## config.mk

```make
export PLATFORM = sky130hd
export DESIGN_NAME = root_clk_gen
export DESIGN_NICKNAME = d
export VERILOG_FILES = /design/src/rtl/rcg_pkg.sv /design/src/rtl/rcg_regs.sv /design/src/rtl/rcg_src_mux.sv /design/src/rtl/rcg_divider.sv /design/src/rtl/root_clk_gen.sv
export SDC_FILE = /design/constraint.sdc
export NUM_CORES = 1
export LEC_CHECK = 0
export BUFFER_PORTS_ARGS = -buffer_cell sky130_fd_sc_hd__buf_4
export CAP_MARGIN = 20
export CORE_MARGIN = 2
export CORE_UTILIZATION = 30
export DETAILED_ROUTE_END_ITERATION = 7
export PLACE_DENSITY = 0.48
export SLEW_MARGIN = 40
export SYNTH_ARGS = -nofsm -noshare
export SYNTH_HDL_FRONTEND = slang
export SYNTH_SLANG_ARGS = --single-unit
export TNS_END_PERCENT = 20
```

## constraint.sdc

```tcl
create_clock -name clk -period 4.7 [get_ports clk]
set_input_delay 0.94 -clock clk [delete_from_list [all_inputs] [get_ports clk]]
set_output_delay 0.94 -clock clk [all_outputs]
set_load 0.05 [all_outputs]
```

## src/rtl/rcg_pkg.sv

```systemverilog
package rcg_pkg;
  localparam int unsigned SELW = 3;
  localparam int unsigned DIV_LSB = 0;
  localparam int unsigned SRC_LSB = 8;
  localparam int unsigned MODE_LSB = 12;
  localparam int unsigned GATE_BIT = 20;
  localparam int unsigned UPD_BIT = 0;
  localparam int unsigned OFF_BIT = 31;
  localparam logic [1:0] MODE_DUAL = 2'd2;

  typedef enum logic [2:0] {
    A_CMD  = 3'd0,
    A_CFG  = 3'd1,
    A_MVAL = 3'd2,
    A_NINV = 3'd3,
    A_DINV = 3'd4
  } rcg_addr_e;

  typedef struct packed {
    logic            hw_ctl;
    logic [1:0]      mode;
    logic [SELW-1:0] src;
    logic [4:0]      pdiv;
  } rcg_cfg_t;

  function automatic rcg_cfg_t cfg_from_word(logic [31:0] w);
    rcg_cfg_t c;
    c.hw_ctl = w[GATE_BIT];
    c.mode   = w[MODE_LSB +: 2];
    c.src    = w[SRC_LSB +: SELW];
    c.pdiv   = w[DIV_LSB +: 5];
    return c;
  endfunction

  function automatic logic [31:0] cfg_to_word(rcg_cfg_t c);
    logic [31:0] w;
    w = '0;
    w[GATE_BIT]         = c.hw_ctl;
    w[MODE_LSB +: 2]    = c.mode;
    w[SRC_LSB +: SELW]  = c.src;
    w[DIV_LSB +: 5]     = c.pdiv;
    return w;
  endfunction
endpackage

```

## src/rtl/rcg_regs.sv

```systemverilog
module rcg_regs
  import rcg_pkg::*;
#(
  parameter int unsigned MNDW = 8
) (
  input  logic            clk,
  input  logic            rst,
  input  logic            wr_en,
  input  logic [2:0]      addr,
  input  logic [31:0]     wr_data,
  input  logic            busy,
  input  logic            root_off,
  output logic [31:0]     rd_data,
  output rcg_cfg_t        act_cfg,
  output logic [MNDW-1:0] act_m,
  output logic [MNDW-1:0] act_n,
  output logic [MNDW-1:0] act_d,
  output logic            upd,
  output logic            apply
);
  rcg_cfg_t        sh_cfg;
  logic [MNDW-1:0] sh_m, sh_n, sh_d;
  logic            applied;
  logic            unused_wr;

  assign unused_wr = ^wr_data;

  always_ff @(posedge clk) begin
    if (rst) begin
      sh_cfg  <= '0;
      sh_m    <= '0;
      sh_n    <= '0;
      sh_d    <= '0;
      act_cfg <= '0;
      act_m   <= '0;
      act_n   <= '0;
      act_d   <= '0;
      upd     <= 1'b0;
      applied <= 1'b0;
      apply   <= 1'b0;
      rd_data <= '0;
    end else begin
      apply <= 1'b0;
      // handshake: load the active set once, then wait for the handover
      if (upd && !applied) begin
        act_cfg <= sh_cfg;
        act_m   <= sh_m;
        act_n   <= sh_n;
        act_d   <= sh_d;
        applied <= 1'b1;
        apply   <= 1'b1;
      end else if (upd && applied && !busy) begin
        upd     <= 1'b0;
        applied <= 1'b0;
      end
      if (wr_en) begin
        case (rcg_addr_e'(addr))
          A_CMD:  if (wr_data[UPD_BIT]) begin
                    upd     <= 1'b1;
                    applied <= 1'b0;
                  end
          A_CFG:  sh_cfg <= cfg_from_word(wr_data);
          A_MVAL: sh_m   <= wr_data[MNDW-1:0];
          A_NINV: sh_n   <= wr_data[MNDW-1:0];
          A_DINV: sh_d   <= wr_data[MNDW-1:0];
          default: ;
        endcase
      end
      case (rcg_addr_e'(addr))
        A_CMD:   rd_data <= {root_off, 30'd0, upd};
        A_CFG:   rd_data <= cfg_to_word(sh_cfg);
        A_MVAL:  rd_data <= 32'(sh_m);
        A_NINV:  rd_data <= 32'(sh_n);
        A_DINV:  rd_data <= 32'(sh_d);
        default: rd_data <= '0;
      endcase
    end
  end
endmodule

```

## src/rtl/rcg_src_mux.sv

```systemverilog
module rcg_src_mux
  import rcg_pkg::*;
#(
  parameter int unsigned NSRC = 8
) (
  input  logic            clk,
  input  logic            rst,
  input  logic [NSRC-1:0] src_clk,
  input  logic [SELW-1:0] tgt,
  output logic            sel_lvl,
  output logic            busy
);
  localparam int unsigned NPAD = 1 << SELW;

  logic [NSRC-1:0] src_s;
  logic [NPAD-1:0] pad;
  logic [SELW-1:0] cur;

  generate
    if (NSRC < NPAD) begin : g_pad
      assign pad = {{(NPAD-NSRC){1'b0}}, src_s};
    end else begin : g_full
      assign pad = src_s[NPAD-1:0];
    end
  endgenerate

  assign busy    = (cur != tgt);
  assign sel_lvl = pad[cur];

  always_ff @(posedge clk) begin
    if (rst) begin
      src_s <= '0;
      cur   <= '0;
    end else begin
      src_s <= src_clk;
      if (busy && !pad[cur] && !pad[tgt]) cur <= tgt;
    end
  end
endmodule

```

## src/rtl/rcg_divider.sv

```systemverilog
module rcg_divider
  import rcg_pkg::*;
#(
  parameter int unsigned MNDW = 8
) (
  input  logic            clk,
  input  logic            rst,
  input  logic            sel_lvl,
  input  logic            apply,
  input  logic            hold,
  input  logic            gate,
  input  logic [4:0]      pdiv,
  input  logic [1:0]      mode,
  input  logic [MNDW-1:0] m,
  input  logic [MNDW-1:0] n,
  input  logic [MNDW-1:0] d,
  output logic            out_clk
);
  localparam int unsigned AW = MNDW + 1;

  logic            prev, tick, mnd_on, mnd_lvl;
  logic [4:0]      h;
  logic [5:0]      span, last, hi_len;
  logic [MNDW-1:0] nm_raw, d_thr;
  logic [AW-1:0]   n_dec, acc, acc_nxt;
  logic [AW:0]     acc_sum, acc_dif;

  assign span    = (pdiv == 5'd0) ? 6'd2 : {1'b0, pdiv} + 6'd1;
  assign last    = span - 6'd1;
  assign hi_len  = (span + 6'd1) >> 1;
  assign nm_raw  = ~n;
  assign d_thr   = ~d;
  assign n_dec   = {1'b0, nm_raw} + {1'b0, m};
  assign mnd_on  = (mode == MODE_DUAL) && (nm_raw != '0);
  assign acc_sum = {1'b0, acc} + {2'b0, m};
  assign acc_dif = acc_sum - {1'b0, n_dec};
  assign acc_nxt = (acc_sum >= {1'b0, n_dec}) ? acc_dif[AW-1:0] : acc_sum[AW-1:0];
  assign tick    = (sel_lvl != prev) && !hold;

  always_ff @(posedge clk) begin
    if (rst) begin
      prev    <= 1'b0;
      h       <= '0;
      acc     <= '0;
      mnd_lvl <= 1'b0;
      out_clk <= 1'b0;
    end else begin
      prev <= sel_lvl;
      if (apply) begin
        h       <= '0;
        acc     <= '0;
        mnd_lvl <= 1'b0;
      end else if (tick) begin
        if ({1'b0, h} == last) begin
          h <= '0;
          if (mnd_on) begin
            acc     <= acc_nxt;
            mnd_lvl <= (acc_nxt < {1'b0, d_thr});
          end
        end else begin
          h <= h + 5'd1;
        end
      end
      if (hold || gate) out_clk <= 1'b0;
      else if (mnd_on)  out_clk <= mnd_lvl;
      else              out_clk <= ({1'b0, h} < hi_len);
    end
  end
endmodule

```

## src/rtl/root_clk_gen.sv

```systemverilog
module root_clk_gen
  import rcg_pkg::*;
#(
  parameter int unsigned NSRC = 8,
  parameter int unsigned MNDW = 8
) (
  input  logic            clk,
  input  logic            rst,
  input  logic [NSRC-1:0] src_clk,
  input  logic            hw_req,
  input  logic            wr_en,
  input  logic [2:0]      addr,
  input  logic [31:0]     wr_data,
  output logic [31:0]     rd_data,
  output logic            out_clk
);
  rcg_cfg_t        act_cfg;
  logic [MNDW-1:0] act_m, act_n, act_d;
  logic            upd, apply, busy, gate, root_off, sel_lvl;

  assign gate     = act_cfg.hw_ctl && !hw_req;
  assign root_off = busy || gate;

  rcg_regs #(.MNDW(MNDW)) u_regs (
    .clk(clk), .rst(rst), .wr_en(wr_en), .addr(addr), .wr_data(wr_data),
    .busy(busy), .root_off(root_off), .rd_data(rd_data), .act_cfg(act_cfg),
    .act_m(act_m), .act_n(act_n), .act_d(act_d), .upd(upd), .apply(apply)
  );

  rcg_src_mux #(.NSRC(NSRC)) u_mux (
    .clk(clk), .rst(rst), .src_clk(src_clk), .tgt(act_cfg.src),
    .sel_lvl(sel_lvl), .busy(busy)
  );

  rcg_divider #(.MNDW(MNDW)) u_div (
    .clk(clk), .rst(rst), .sel_lvl(sel_lvl), .apply(apply), .hold(busy),
    .gate(gate), .pdiv(act_cfg.pdiv), .mode(act_cfg.mode), .m(act_m),
    .n(act_n), .d(act_d), .out_clk(out_clk)
  );
endmodule

```

# Word level (Yosys, flattened, before mapping)
# Cells that the tools add are included.
# totals
ff_bits	133
in_bits	47
out_inout_bits	33
# classes
addsub	7
magnitude_cmp	5
eq_ne	8
muxes	20
bitwise	2
n_reduce_logical	24
# op_table
operator	n
$pmux 32 s5	1
$not 8->8	2
$mux 1	14
$add 9x8->10	1
$ge 10x9->1	1
$add 8x8->9	1
$lt 9x8->1	1
$mux 9	1
$sub 9x9->9	1
$logic_and 1x1->1	8
$lt 3x4->1 const B	2
$reduce_and 2->1	4
$reduce_bool 8->1	1
$add 5x1->6 const B	1
$add 6x1->6 const B	1
$bmux 1 s3	2
$eq 3x2->1 const B	2
$eq 5x6->1	1
$mux 6	1
$sub 6x1->6 const B	1
$add 5x1->5 const B	1
$logic_not 1->1	5
$logic_not 5->1	1
$lt 5x5->1	1
10 further kinds	11

# Longest topological paths before layout
# Gate-level depths: netlist (run 1).
# depth
word_depth	8
ltp_mapped	24

# Modules after synthesis
# From an unflattened synthesis (run 1), not the netlist that was laid out.
# unflattened
cells_unflattened	743
area_unflattened_um2	6471.2
# modules_own_cells
module	instances	cells_each	area_each_um2
rcg_regs	1	395	3422.0
rcg_divider	1	303	2496.1
rcg_src_mux	1	43	533.0
root_clk_gen	1	2	20.0

# Least setup slack after synthesis (run 1)
# OpenSTA, ideal clock, no wires.
# synth_timing
path_kind	reg2reg
startpoint	register u_regs.act_m[0]
endpoint	register u_div.mnd_lvl
setup_time_ps	59
arrival_ps	4652
path_slack_ps	-11
path_stages_with_launch	23
period_less_slack_ps	4711
cell_sequence	dfxtp_1 ha_1 inv_1 fa_1 nor2b_1 o21ai_0 nand2b_1 a21o_1 a21oi_1 o21ai_0 xor2_1 ha_1 a221o_2 a41oi_1 o211a_4 mux2_2 ha_1 a21o_1 a211o_1 o2111ai_1 a211oi_2 a2111oi_4 a31o_1
# synth_via
elab_chain_len	4
word_cells_on_any_way	6
# synth_lines
element	line	text
start, declared	rcg_regs.sv:15	output logic [MNDW-1:0] act_m,
start signal, assigned	rcg_regs.sv:47	act_m <= sh_m;
$add 9x8->10 / $add 8x8->9 (equally long branches)	rcg_divider.sv:35, rcg_divider.sv:33	
$sub 9x9->9 / $ge 10x9->1 (equally long branches)	rcg_divider.sv:36, rcg_divider.sv:37	
$mux 9 *	rcg_divider.sv:37	assign acc_nxt = (acc_sum >= {1'b0, n_dec}) ? acc_dif[AW-1:0] : acc_sum[AW-1:0];
net u_div.acc_nxt[3]	rcg_divider.sv:25	logic [AW-1:0] n_dec, acc, acc_nxt;
$lt 9x8->1 *	rcg_divider.sv:58	mnd_lvl <= (acc_nxt < {1'b0, d_thr});
end signal, assigned	rcg_divider.sv:58	
end, declared	rcg_divider.sv:21	logic prev, tick, mnd_on, mnd_lvl;
# The timed path passes the listed nets; every way through them passes the cells marked *.
# A chain may end at the register's enable or synchronous reset.

# Worst setup path in the final report (run 1)
# Same ends and word-level chain as after synthesis.

==> key figures, run 1 <==
Layout
  • Post-layout utilization of the core: 37.36%
  • ANT cells: 0
  • Area Growth Syn to Fin: 21.34%
  • Most common cell after layout, fill and taps aside: nand2_1
  • Final Net Count: 897
  • Most frequent cells in the layout: nand2_1 (143), dfxtp_1 (113), a21oi_1 (77)
  • Layout cells sized above 1: 19.12%
  • Fill cells: 2166
  • Finished Layout Cells: 1086
  • Final Cell Area: 0.007632 sq mm

Power and ir drop
  • Power Density: 310.2 mW/mm^2
  • Peak VDD IR: 0.2158 mV
  • Leakage: 3.104 nW
  • Total Power: 0.002367 W

GRT
  • Initial antenna violation count: 0
  • Grt total ovfl: 0
  • Largest net degree at the start of global routing: 63
  • First-pass GRT wire length: 25.05 mm
  • Number of global-route vias before repair: 4972
  • GRT Total Usage: 14.05%

STA
  • Final setup violation count: 0
  • Worst slew pin tran: 0.8228 ns
  • Hold Vio Cnt, Final: 0
  • Hold slack: 0.4563 ns
  • Tmin final: 4.448 ns
  • Fmax: 224.8 MHz
  • Tcrit/Tclk final: 94.63%
  • Max-slew violations: 0
  • Unrepaired setup endpoints after global routing: no
  • Skew final: 0.009294 ns
  • Max_slew headroom: 44.95%

Clock tree
  • CTS Buffer Depth: 2
  • Clk root buf: clkbuf_16
  • CTS tree: built
  • CTS H-tree depth: 4
  • Worst skew pair latency: 0.40 ns
  • Clk slew on worst S/H paths: 0.05 ns
  • Sinks on Clock Net: 116
  • Post-CTS Hold Buffers: 0
  • Inserted Clock Buffers: 17

Floorplanning
  • Die ar.: 0.02214 sq mm
  • Die Span Y: 148.8 microns
  • Core Area: 0.02043 sq mm
  • FP Rows: 52
  • Initial Util: 30.79%
  • DIE WIDTH: 148.8 microns
  • Top Ports: 80

Synthesis
  • Adder-cell share of the synthesized area: 9.111%
  • Synth Area in Simple Gates: 19.22%
  • Synth Instances: 746
  • Xor/xnor share of the synthesized area: 5.291%
  • Ys Warns: 0
  • Sequential area share after synthesis: 36.92%
  • Post-synth EDFFs: 0
  • Flops & latches, synth: 116
  • Most frequently used flop master after synthesis: dfxtp_1
  • Mux contribution to synthesized area: 6.624%
  • Compound-Gate Fraction of Synth Area: 16.65%
  • Largest family of logic cells by synthesized area: simple AND/OR/NAND/NOR gates
  • Synth Cell Area: 0.006290 sq mm
  • Syn Area/Cell: 8.431 sq um
  • Share of async-settable or async-resettable flops after synthesis: 0%
  • Synth unique cells: 65

Worst setup path
  • Worst reg2reg setup slack: 0.25 ns
  • Crit Path Category: register to register
  • Reg2reg end: u_div.mnd_lvl
  • Max FO, Critical Path: 3
  • Critical Path AT: 4.79 ns
  • Reg2Reg Launch Point: u_regs.act_m[0]
  • Critical path startpoint category: register
  • Setup crit end kind: register
  • R2r worst-path depth: 22
  • Critical Path RT: 5.04 ns

Run status
  • Status: finished, final reports clean

Routing
  • Vias: 5004
  • DRC Markers: 0
  • DRT iter0 DRCs: 225
  • DR WL/cell: 13.70 microns
  • Post-route ant nets: 0
  • DRT Wirelength: 14.88 mm
  • Vias per cell: 4.608
  • Drt pass-1 iters: 5

Placement
  • GPL Wtd Cong: 0.8080
  • Placed cell count: 1056
  • Placed inst area: 0.006965 sq mm
  • PortBufs: 44
  • Detailed placement HPWL: 11.10 mm

Hold path
  • Hold_sp: u_regs.act_cfg[9]
  • Hold depth: 2
  • Hold EP: u_regs.act_cfg[9]
  • Worst Hold Class: register to register

Run
  • Max Cap Viol: 0
## where the power goes
| group | switching [W] | leakage, nW | internal (W) |
|---|---|---|---|
| combinational | 0.000104 | 1.89 | 0.0000503 |
| sequential | 0.0000121 | 0.940 | 0.00100 |
| clock | 0.000415 | 0.271 | 0.000786 |
| total | 0.000531 | 3.10 | 0.00184 |
## metal layers
layer	GRT usage, %	wire, microns
met1	20.11	7878
met2	22.06	6515
met3	1.957	328
met4	4.143	157
met5	0	0
## state kept, by name, summed over array words and instances, names as in the netlist
signal,cells
u_regs.rd_data,15
u_regs.act_cfg,11
u_regs.sh_cfg,11
u_div.acc,9
u_mux.pad,8
u_regs.act_d,8
u_regs.act_m,8
u_regs.act_n,8
u_regs.sh_d,8
u_regs.sh_m,8
u_regs.sh_n,8
u_div.h,5
u_mux.cur,3
u_div.mnd_lvl,1
u_div.out_clk,1
u_div.prev,1
u_regs.applied,1
u_regs.apply,1
u_regs.upd,1
## worst max path at each step
stage / from / endpoint / slack [ns]
4_1_cts: u_regs.act_n[1] / u_div.mnd_lvl / 0.01
3_3_place_gp: u_regs.act_n[0] / u_div.mnd_lvl / -0.23
2_1_floorplan: u_regs.act_n[0] / u_div.mnd_lvl / 0.01
6_report: u_regs.act_m[0] / u_div.mnd_lvl / 0.25
5_1_grt: u_regs.act_m[0] / u_div.mnd_lvl / 0.004
3_5_place_dp: u_regs.act_n[0] / u_div.mnd_lvl / -0.23
## cell families (layout without fill, tap and decap cells)
kind of cell             Yosys count  count (layout)
adder cells (fa/ha/maj)           44              44
AO/OA/AOI/OAI                    164             164
other                              1              17
AND/OR/NAND/NOR                  273             273
multiplexers                      34              34
XOR/XNOR                          38              38
buffers and inverters             76             130
flip-flops                       116             116
## area by class of cell
type / instances / area, sq um / area share (%)
Clock buffer: 25 / 505.5 / 6.623
Tap cell: 270 / 337.8 / 4.426
Sequential cell: 116 / 2328 / 30.51
Clock inverter: 4 / 47.55 / 0.6230
Timing Repair Buffer: 77 / 581.8 / 7.623
Multi-Input combinational cell: 570 / 3741 / 49.02
Inverter: 24 / 90.09 / 1.180
## critical path, stage by stage, from the launching register on
cell and delay [ns]:
dfxtp_4 0.36, ha_4 0.13, inv_1 0.04, fa_2 0.34, nor2b_1 0.11, o21ai_0 0.08, nand2b_1 0.10, a21o_1 0.14
a21oi_2 0.07, o21ai_1 0.16, xor2_1 0.20, ha_1 0.27, a221o_2 0.38, a41oi_2 0.18, o211a_4 0.21, mux2_4 0.33
ha_4 0.21, a21o_1 0.15, a211o_1 0.28, o2111ai_2 0.20, a211oi_2 0.07, a2111oi_4 0.20, a31o_1 0.17
## timing repair
item,in CTS,in global routing
setup endpoints to repair,1,1
setup buffers,0,1
pin swaps,7,12
gates resized for setup,14,12
cloned,0,0
## cell usage after synthesis, types with 2 or more instances
master,count,area (sq um)
mux2i_1,21,210.2
inv_1,24,90.09
nor3_1,8,40.04
buf_1,2,7.510
o21a_1,4,30.03
xor2_1,19,166.4
mux4_2,4,90.09
nor2b_1,13,81.33
clkbuf_1,27,101.4
nor2_1,56,210.2
a31oi_1,7,43.79
nand2_1,143,536.8
a21o_1,7,52.55
o21ai_0,15,75.07
and3_1,10,62.56
nor3b_1,3,22.52
nand3_1,11,55.05
a22oi_1,5,37.54
a21o_2,4,35.03
nand4_1,6,37.54
buf_2,3,15.01
ha_1,41,513.0
xnor2_1,19,166.4
nand2b_1,14,87.58
dfxtp_1,116,2322
fa_1,3,60.06
a21oi_1,83,415.4
buf_4,17,127.6
and2_1,2,12.51
o21bai_1,3,22.52
a211oi_1,4,30.03
a211oi_2,5,62.56
mux2_2,7,78.83
o211ai_1,4,30.03
o21ai_1,6,30.03
## per-stage QoR
stage               setup slack, ns  setup TNS (ns)
global route               0.004152               0
global placement            -0.2299         -0.2299
finish                       0.2523               0
detailed placement          -0.2253         -0.2253
CTS                        0.009954               0
floorplan                   0.01119               0
Power figures use the tool's default switching activity.
==> inputs of run 2 (changes only) <==
--- a/config.mk
+++ b/config.mk
@@ -5,12 +5,12 @@
 export SDC_FILE = /design/constraint.sdc
 export NUM_CORES = 1
 export LEC_CHECK = 0
-export BUFFER_PORTS_ARGS = -buffer_cell sky130_fd_sc_hd__buf_4
 export CAP_MARGIN = 20
 export CORE_MARGIN = 2
 export CORE_UTILIZATION = 30
 export DETAILED_ROUTE_END_ITERATION = 7
-export PLACE_DENSITY = 0.48
+export DONT_BUFFER_PORTS = 1
+export PLACE_DENSITY = 0.44
 export SLEW_MARGIN = 40
 export SYNTH_ARGS = -nofsm -noshare
 export SYNTH_HDL_FRONTEND = slang
==> key figures, run 2 (synthesis results as in run 1) <==
GRT
  • GRT Total Usage: 14.81%
  • Number of global-route vias before repair: 5014
  • Grt total ovfl: 0
  • Largest net degree at the start of global routing: 98
  • First-pass GRT wire length: 25.81 mm
  • Initial antenna violation count: 0

Floorplanning
  • FP Rows: 52
  • Die ar.: 0.02214 sq mm
  • Die Span Y: 148.8 microns
  • DIE WIDTH: 148.8 microns
  • Top Ports: 80
  • Initial Util: 30.79%
  • Core Area: 0.02043 sq mm

STA
  • Tmin final: 4.526 ns
  • Final setup violation count: 0
  • Worst slew pin tran: 0.7816 ns
  • Hold Vio Cnt, Final: 0
  • Unrepaired setup endpoints after global routing: yes
  • Max_slew headroom: 47.70%
  • Skew final: 0.01101 ns
  • Tcrit/Tclk final: 96.30%
  • Fmax: 220.9 MHz
  • Max-slew violations: 0

Layout
  • Final Cell Area: 0.007356 sq mm
  • Most frequent cells in the layout: nand2_1 (143), dfxtp_1 (113), a21oi_1 (76)
  • Final Net Count: 850
  • Most common cell after layout, fill and taps aside: nand2_1
  • Top flop regs: u_regs.rd_data x15, u_regs.act_cfg x11, u_regs.sh_cfg x11
  • Fill cells: 2164
  • Area Growth Syn to Fin: 16.95%
  • Layout cells sized above 1: 15.16%
  • Top reg by flops: u_regs.rd_data
  • ANT cells: 0
  • Max reg flops: 15

Run status
  • Status: finished, final reports clean

Routing
  • DR WL/cell: 14.85 microns
  • Drt pass-1 iters: 4
  • DRT Wirelength: 15.48 mm
  • Post-route ant nets: 0
  • Vias per cell: 4.751
  • DRT iter0 DRCs: 248
  • Vias: 4951
  • DRC Markers: 0

Placement
  • PortBufs: 0
  • GPL Wtd Cong: 0.8160
  • Placed inst area: 0.006613 sq mm
  • Detailed placement HPWL: 11.59 mm

Worst setup path
  • Critical Path AT: 4.83 ns
  • Setup crit end kind: register
  • Critical path startpoint category: register
  • Critical Path RT: 5.00 ns
  • Crit Path Category: register to register
  • Max FO, Critical Path: 6

Clock tree
  • CTS Buffer Depth: 2
  • Post-CTS Hold Buffers: 0
  • Inserted Clock Buffers: 17
  • CTS tree: built
  • CTS H-tree depth: 4
  • Worst skew pair latency: 0.42 ns
  • Clk root buf: clkbuf_16
  • Clk slew on worst S/H paths: 0.05 ns
  • Sinks on Clock Net: 116

Power and ir drop
  • Leakage: 2.892 nW
  • Peak VDD IR: 0.2523 mV
  • Total Power: 0.002481 W
  • Power Density: 337.2 mW/mm^2

Hold path
  • Worst Hold Class: register to register

Run
  • Max Cap Viol: 0
## run 2: cell count changes in the layout (fill, tap and decap cells not counted), sizes merged
cell and change:
clkbuf -6, clkinv +4, clkinvlp +1, buf -47, bufinv +3, inv +1
## run 2: timing repair
| action | in CTS | in global routing |
|---|---|---|
| resized for setup | 14 | 13 |
| buffers inserted | 0 | 1 |
| pin swaps | 9 | 15 |
| setup endpoints to repair | 1 | 1 |
| cloned | 0 | 0 |
## run 2: critical path, cell delays in order (launching register included)
cell and delay, ns:
dfxtp_2 0.32, inv_1 0.04, ha_2 0.17, fa_2 0.36, a21o_1 0.18, a21oi_2 0.20, o21bai_1 0.12, a21oi_2 0.18
o21bai_1 0.10, a21oi_2 0.16, ha_1 0.26, a221o_2 0.34, a41oi_2 0.19, o211a_4 0.20, buf_4 0.14, buf_4 0.15
o21ai_0 0.23, ha_1 0.44, o2111ai_2 0.12, a211oi_2 0.23, a2111oi_4 0.05, a31o_1 0.23
## run 2: path summary, 6_finish.rpt
path	from	to	slack, ns	depth (start not counted)
worst max-delay path	u_regs.act_n[0]	u_div.mnd_lvl	0.17	21
worst max register to register	u_regs.act_n[0]	u_div.mnd_lvl	0.17	21
worst min register to register	u_regs.act_cfg[9]	u_regs.act_cfg[9]	0.45	2
worst min-delay path	u_regs.act_cfg[9]	u_regs.act_cfg[9]	0.45	2
## run 2: per-stage QoR
stage               utilization, %  setup TNS (ns)  worst slack, ns  cells  hold WS (ns)
floorplan                        -               0          0.01119    762        0.4315
global placement             32.37         -0.2366          -0.2366   1009        0.4416
detailed placement           32.37         -0.2943          -0.2943   1009        0.4485
CTS                          35.69               0         0.001221   1041        0.4543
global route                 36.01        -0.05788         -0.05788   1042        0.4810
finish                       36.01               0           0.1738   1042        0.4512
## run 2: area by class of cell
class	instances	area [sq um]	area share (%)
Clock buffer	19	442.9	6.021
Tap cell	270	337.8	4.593
Sequential cell	116	2326	31.62
Inverter	24	90.09	1.225
Timing Repair Buffer	30	225.2	3.062
Multi-Input combinational cell	570	3752	51.01
Clock inverter	13	181.4	2.466
## run 2: metal layers
metal | track usage (%) | part of all wire, % | vias up
met5 | 0 | 0 | -
met4 | 5.429 | 1.8 | 0
met3 | 3.761 | 3.8 | 22
met2 | 23.31 | 46 | 70
met1 | 19.69 | 49 | 2316
li1 | - | - | 2543
## run 2: where the power goes
part	internal (W)	switching [W]
Combinational	0.0000329	0.0000700
Sequential	0.00100	0.0000200
Clock	0.000899	0.000459
